File: src/rtl/uart_rx_pkg.sv
package uart_rx_pkg;
  typedef enum logic [1:0] {ST_IDLE, ST_START, ST_DATA, ST_STOP} rxState_t;

  typedef struct packed {
    logic shift;
    logic push;
  } rxStrobe_t;
endpackage

File: src/rtl/uart_rx_ctrl.sv
module uart_rx_ctrl
  import uart_rx_pkg::*;
#(
  parameter int OVERSAMPLE = 16,
  parameter int DATA_BITS  = 8
) (
  input  logic      clk,
  input  logic      rstN,
  input  logic      baudTick,
  input  logic      rxIn,
  output rxStrobe_t strb
);
  localparam int TCW  = $clog2(OVERSAMPLE);
  localparam int BCW  = $clog2(DATA_BITS);
  localparam int HALF = OVERSAMPLE / 2;

  rxState_t       state;
  logic [TCW-1:0] tickCnt;
  logic [BCW-1:0] bitIdx;
  logic           prevLine;
  logic           lastTick;

  assign lastTick = (tickCnt == TCW'(OVERSAMPLE - 1));

  always_ff @(posedge clk or negedge rstN) begin
    if (!rstN) begin
      state    <= ST_IDLE;
      tickCnt  <= '0;
      bitIdx   <= '0;
      prevLine <= 1'b1;
    end else if (baudTick) begin
      case (state)
        ST_IDLE: begin
          prevLine <= rxIn;
          if (prevLine && !rxIn) begin
            state   <= ST_START;
            tickCnt <= '0;
          end
        end
        ST_START: begin
          if (tickCnt == TCW'(HALF - 1)) begin
            tickCnt <= '0;
            bitIdx  <= '0;
            if (rxIn) begin
              state    <= ST_IDLE;
              prevLine <= 1'b1;
            end else begin
              state <= ST_DATA;
            end
          end else begin
            tickCnt <= tickCnt + 1'b1;
          end
        end
        ST_DATA: begin
          if (lastTick) begin
            tickCnt <= '0;
            if (bitIdx == BCW'(DATA_BITS - 1)) state <= ST_STOP;
            else bitIdx <= bitIdx + 1'b1;
          end else begin
            tickCnt <= tickCnt + 1'b1;
          end
        end
        default: begin
          if (lastTick) begin
            tickCnt  <= '0;
            state    <= ST_IDLE;
            prevLine <= rxIn;
          end else begin
            tickCnt <= tickCnt + 1'b1;
          end
        end
      endcase
    end
  end

  always_comb begin
    strb.shift = baudTick && (state == ST_DATA) && lastTick;
    strb.push  = baudTick && (state == ST_STOP) && lastTick;
  end

  // a high line at the start check sends the receiver back to idle
  p_false_start_r2: assert property (@(posedge clk) disable iff (!rstN)
    (state == ST_START && baudTick && tickCnt == TCW'(HALF - 1) && rxIn) |=> (state == ST_IDLE));

  // idle is left only through a detected falling edge
  p_idle_hold_r1: assert property (@(posedge clk) disable iff (!rstN)
    (state == ST_IDLE && !(baudTick && prevLine && !rxIn)) |=> (state == ST_IDLE));

  // shifting and storing never happen in the same clock
  p_strobe_excl_r3: assert property (@(posedge clk) disable iff (!rstN)
    $onehot0({strb.shift, strb.push}));
endmodule

File: src/rtl/uart_rx_dpath.sv
module uart_rx_dpath
  import uart_rx_pkg::*;
#(
  parameter int DEPTH     = 64,
  parameter int DATA_BITS = 8
) (
  input  logic                 clk,
  input  logic                 rstN,
  input  logic                 rxIn,
  input  rxStrobe_t            strb,
  input  logic                 rdEn,
  input  logic                 lsrRd,
  input  logic [1:0]           trigSel,
  input  logic                 rxIntEn,
  output logic [DATA_BITS-1:0] rdData,
  output logic                 rxReady,
  output logic                 irq,
  output logic                 overrun
);
  localparam int PTR_W = $clog2(DEPTH);
  localparam int CNT_W = $clog2(DEPTH + 1);

  logic [DATA_BITS-1:0] shiftReg;
  logic [DATA_BITS-1:0] mem [DEPTH];
  logic [PTR_W-1:0]     wrPtr, rdPtr;
  logic [CNT_W-1:0]     fillCnt;
  logic [CNT_W-1:0]     trigLevel;
  logic                 isFull, isEmpty, doPush, doPop, dropByte;

  assign isFull   = (fillCnt == CNT_W'(DEPTH));
  assign isEmpty  = (fillCnt == '0);
  assign doPush   = strb.push && !isFull;
  assign dropByte = strb.push && isFull;
  assign doPop    = rdEn && !isEmpty;

  always_comb begin
    case (trigSel)
      2'd0:    trigLevel = CNT_W'(1);
      2'd1:    trigLevel = CNT_W'(DEPTH / 4);
      2'd2:    trigLevel = CNT_W'(DEPTH / 2);
      default: trigLevel = CNT_W'(DEPTH - DEPTH / 8);
    endcase
  end

  always_ff @(posedge clk or negedge rstN) begin
    if (!rstN) shiftReg <= '0;
    else if (strb.shift) shiftReg <= {rxIn, shiftReg[DATA_BITS-1:1]};
  end

  always_ff @(posedge clk) begin
    if (doPush) mem[wrPtr] <= shiftReg;
  end

  always_ff @(posedge clk or negedge rstN) begin
    if (!rstN) begin
      wrPtr   <= '0;
      rdPtr   <= '0;
      fillCnt <= '0;
      rdData  <= '0;
      overrun <= 1'b0;
    end else begin
      if (doPush) wrPtr <= wrPtr + 1'b1;
      if (doPop) begin
        rdPtr  <= rdPtr + 1'b1;
        rdData <= mem[rdPtr];
      end
      case ({doPush, doPop})
        2'b10:   fillCnt <= fillCnt + 1'b1;
        2'b01:   fillCnt <= fillCnt - 1'b1;
        default: fillCnt <= fillCnt;
      endcase
      if (dropByte) overrun <= 1'b1;
      else if (lsrRd) overrun <= 1'b0;
    end
  end

  assign rxReady = !isEmpty;
  assign irq     = rxIntEn && (fillCnt >= trigLevel);

  // the fill count never passes the store depth
  p_fill_bound_r4: assert property (@(posedge clk) disable iff (!rstN)
    fillCnt <= CNT_W'(DEPTH));

  // a character arriving at a full store raises overrun
  p_overflow_set_r7: assert property (@(posedge clk) disable iff (!rstN)
    (strb.push && isFull) |=> overrun);

  // a full store does not grow
  p_no_grow_full_r7: assert property (@(posedge clk) disable iff (!rstN)
    (isFull && !rdEn) |=> isFull);

  // overrun holds until a status read
  p_ovr_hold_r8: assert property (@(posedge clk) disable iff (!rstN)
    (overrun && !lsrRd) |=> overrun);

  // a read of an empty store changes nothing
  p_empty_rd_r9: assert property (@(posedge clk) disable iff (!rstN)
    (rdEn && isEmpty && !strb.push) |=> ($stable(rdData) && isEmpty));
endmodule

File: src/rtl/uart_rx_fifo.sv
module uart_rx_fifo
  import uart_rx_pkg::*;
#(
  parameter int DEPTH      = 64,
  parameter int DATA_BITS  = 8,
  parameter int OVERSAMPLE = 16
) (
  input  logic                 clk,
  input  logic                 rstN,
  input  logic                 baudTick,
  input  logic                 rxIn,
  input  logic                 rdEn,
  input  logic                 lsrRd,
  input  logic [1:0]           trigSel,
  input  logic                 rxIntEn,
  output logic [DATA_BITS-1:0] rdData,
  output logic                 rxReady,
  output logic                 irq,
  output logic                 overrun
);
  rxStrobe_t strb;

  uart_rx_ctrl #(.OVERSAMPLE(OVERSAMPLE), .DATA_BITS(DATA_BITS)) u_ctrl (
    .clk(clk), .rstN(rstN), .baudTick(baudTick), .rxIn(rxIn), .strb(strb)
  );

  uart_rx_dpath #(.DEPTH(DEPTH), .DATA_BITS(DATA_BITS)) u_dpath (
    .clk(clk), .rstN(rstN), .rxIn(rxIn), .strb(strb), .rdEn(rdEn),
    .lsrRd(lsrRd), .trigSel(trigSel), .rxIntEn(rxIntEn), .rdData(rdData),
    .rxReady(rxReady), .irq(irq), .overrun(overrun)
  );
endmodule

File: config.mk
export PLATFORM = sky130hd
export DESIGN_NAME = uart_rx_fifo
export DESIGN_NICKNAME = d
export VERILOG_FILES = /design/src/rtl/uart_rx_pkg.sv /design/src/rtl/uart_rx_ctrl.sv /design/src/rtl/uart_rx_dpath.sv /design/src/rtl/uart_rx_fifo.sv
export SDC_FILE = /design/constraint.sdc
export NUM_CORES = 1
export LEC_CHECK = 0
export CAP_MARGIN = 20
export CELL_PAD_IN_SITES_DETAIL_PLACEMENT = 2
export CELL_PAD_IN_SITES_GLOBAL_PLACEMENT = 2
export CORE_UTILIZATION = 40
export CTS_BUF_LIST = sky130_fd_sc_hd__clkbuf_8
export CTS_CLUSTER_DIAMETER = 200
export DETAILED_ROUTE_END_ITERATION = 6
export PLACE_DENSITY = 0.69
export SETUP_SLACK_MARGIN = 0.1
export SYNTH_ARGS = -nofsm -noshare
export SYNTH_HDL_FRONTEND = slang
export SYNTH_HIERARCHICAL = 1
export SYNTH_SLANG_ARGS = --single-unit
File: constraint.sdc
create_clock -name clk -period 4.85 [get_ports clk]
set_clock_uncertainty 0.15 [all_clocks]
set_input_delay 0.97 -clock clk [delete_from_list [all_inputs] [get_ports clk]]
set_output_delay 0.97 -clock clk [all_outputs]
set_load 0.01 [all_outputs]
==> results.txt <==
Fin. Hold Viols = 0
DRT Pass-1 Iters = 5
clock buffer depth = 3
maximum vdd drop = 0.0003712 V
WL final = 60510 µm
critical path required time = 3.73 ns
Mapped Area = 22260 µm²
Seq/Total Area, Yosys = 74.24%
Highest Clock Rate = 248.9 MHz
Storage cell area = 16550 µm²
CTS tree = done
initial core utilization = 40.41%
dpl hpwl = 37330 µm
Worst R2R Setup Slack = 0.94 ns
fin crit period = 4.018 ns
Fillers = 5096
worst reg-to-reg path cell count = 12
largest net degree at the start of global routing = 110
Post-CTS Setup Bufs = 0
CP Cell Sequence = clkdlybuf4s50_1 -> nor2_1 -> ha_1 -> nand3b_1 -> a21oi_1 -> nor2b_1 -> o21ai_0 -> a21boi_0 -> clkdlybuf4s50_1
critical path class = in2out
first-pass GRT wire length = 90050 µm
Final ANT Viol Nets = 0
layer carrying the most global-route usage = met2
Post-Syn Nets = 1231
CTS sink cnt = 558
Vias = 11.98k
GR Layer Usage met1 = 28.30%
Gate Count Post-Synth = 1206
Synth async-reset ratio = 8.244%
layout cell share with drive strength beyond 1 = 23.79%
Die Span Y = 237.9 µm
met3 Resource Use GR = 4.512%
Rows = 86
MaxCap Viol Count = 0
all-layer global routing usage = 22.02%
placed cells = 2005
Ports = 20
r2r startpoint = u_dpath/fillCnt[0]$_DFFE_PN0P_
Syn-to-layout area delta = 15.44%
Seq pwr share = 46.0%
Clk pwr share = 33.3%
PD cells = 480.2 nW/µm²
met2 usage = 37.06%
clk_lat worst skew = 0.68 ns
Hold Crit Class = in2async
Leak = 8.581 nW
Least-Margin Pin Slew = 1.087 ns
hold_buf cts = 0
Die Area = 56600 µm²
WL/cell = 27.78 µm
Die W = 237.9 µm
setup tns final = 0 ns
Multi-input gate area = 5349 µm²
initial antenna violation count = 2
crit-path most repeated cell = clkdlybuf4s50_1
Seq cells post-synth = 558
Num CTS Buffers = 93
CP endpoint kind = output pin
Final Max Tran Viols = 0
Pint = 8.638 mW
crit path from = trigSel[0]
grt total ovfl = 0
I/O Buffers = 19
RSZ-0062 raised after global routing = no
Clock transition at path regs = 0.06 ns
status = complete, no violations
Comb pwr share = 20.7%
total core area = 55090 µm²
post-route insts no fill = 2178
cts repair resizes = 0
root buffer cell = clkbuf_8
worst setup path end = irq
final setup vio count = 0
Distinct cells, synth = 60
gpl congestion = 0.7610
reg2reg end = u_dpath/fillCnt[6]$_DFFE_PN0P_
Post-synth EDFFs = 512
crit path DAT = 2.90 ns
syn avg cell area = 18.46 µm²
nets@finish = 1377
prevailing post-synth register cell = edfxtp_1
CP max FO = 3
switching pwr = 3.703 mW
Rel. slew slack = 27.37%
yosys warns = 6
switching share of power = 30.00%
Worst path max stage delay = 0.50 ns
Critical Path Source Type = primary input
Starting DRT DRC Count = 777
H-tree Lvls = 3
number of global-route vias before repair = 13.28k
CP max stage cell = clkdlybuf4s50_1
DRC = 0
crit share post-route = 82.85%
via-per-instance ratio = 5.502
[final cells by class]
type / instances / area share (%)
flip-flops and latches: 558 / 64.38
multi-input cells: 569 / 20.81
clock buffers: 112 / 5.998
repair buffers: 113 / 3.710
well taps: 748 / 3.642
clock inverters: 60 / 1.193
inverters: 17 / 0.2483
diodes: 1 / 0.009738
[how the worst min path moves through the flow]
stage | cells after the start | slack, ns | to
after global routing | 1 | 0.08 | u_ctrl/tickCnt[0]$_DFFE_PN0P_
after CTS | 1 | 0.06 | u_ctrl/tickCnt[1]$_DFFE_PN0P_
after detailed placement | 1 | 0.34 | u_ctrl/bitIdx[1]$_DFFE_PN0P_
final | 1 | 0.11 | u_ctrl/tickCnt[1]$_DFFE_PN0P_
after global placement | 1 | 0.33 | u_ctrl/bitIdx[1]$_DFFE_PN0P_
after floorplan | 1 | 0.31 | u_dpath/wrPtr[2]$_DFFE_PN0P_
[critical path, delay by kind of cell]
kind,cells,cell delay (ns)
adders and majority gates,1,0.26
and+or+nand+nor,3,0.29
AOI/OAI and AO/OA,3,0.39
buffers and inverters,2,0.98
[power groups by stage]
stage,sequential (mW),combinational [mW],clock [mW]
2_1_floorplan,5.54,1.92,0
3_3_place_gp,5.76,2.48,0
3_5_place_dp,5.77,2.57,0
4_1_cts,5.68,2.59,4.22
5_1_grt,5.70,2.75,4.40
6_report,5.67,2.56,4.11
[metrics by stage]
stage                     setup WS, ns  hold WS [ns]  power, mW  cell area, µm²  utilization (%)
after floorplan                  1.106        0.3086      7.461           22260                -
after global placement          0.3363        0.3323      8.244           23850            43.29
after detailed placement        0.2457        0.3391      8.346           23850            43.29
after CTS                       0.7996       0.05866      12.49           25700            46.64
after global routing            0.6670       0.07861      12.85           25700            46.65
final                           0.8316        0.1103      12.34           25700            46.65
[sequential cells by signal (all words and copies together) (netlist names)]
name,count
u_dpath/mem,512
u_dpath/rdData,8
u_dpath/shiftReg,8
u_dpath/fillCnt,7
u_dpath/rdPtr,6
u_dpath/wrPtr,6
u_ctrl/tickCnt,4
u_ctrl/bitIdx,3
u_ctrl/state,2
u_ctrl/prevLine,1
u_dpath/overrun,1
[cells in the mapped netlist (5+ instances only)]
master,instances,area (µm²)
edfxtp_1,512,15370
mux2i_1,115,1151
mux4_2,89,2004
nor2_1,79,296.5
dfrtp_1,45,1126
nand2_1,38,142.6
o21ai_0,38,190.2
o22ai_1,35,219.0
buf_2,23,115.1
clkbuf_1,18,67.56
nor3_1,18,90.09
inv_1,17,63.81
ha_1,15,187.7
nand3_1,15,75.07
buf_4,12,90.09
a21oi_1,11,55.05
xnor2_1,9,78.83
a22oi_1,8,60.06
a32oi_1,8,70.07
mux2_2,8,90.09
buf_1,7,26.28
nor2b_1,7,43.79
o21ai_1,7,35.03
o221ai_1,6,52.55
nand3b_1,5,37.54
xor2_1,5,43.79
[cell usage in the layout, fill, tap and decap left out, types with 11 or more instances in the layout]
master and count:
ha_1 15, mux4_2 89, a21oi_1 11, dfrtp_1 34, nor3_1 18, nand3_1 15, o22ai_1 35, buf_4 89
nor2_1 79, inv_1 55, edfxtp_1 512, clkbuf_8 112, mux2i_1 115, nand2_1 38, o21ai_0 37, clkdlybuf4s50_1 18
[metal layers]
metal | share of wire (%) | routed length, µm
met1 | 42 | 25390
met2 | 50 | 30510
met3 | 4.6 | 2790
met4 | 3.0 | 1809
met5 | 0.015 | 9
[cell families after synthesis]
logic type | count (synthesis) | share of synthesized area (%)
AO/OA/AOI/OAI | 135 | 3.844
XOR/XNOR | 14 | 0.5508
adder cells (fa/ha/maj) | 16 | 0.9330
buffers and inverters | 79 | 1.731
flip-flops | 558 | 74.24
multiplexers | 215 | 14.73
AND/OR/NAND/NOR | 189 | 3.968
Power figures use the tool's default switching activity.
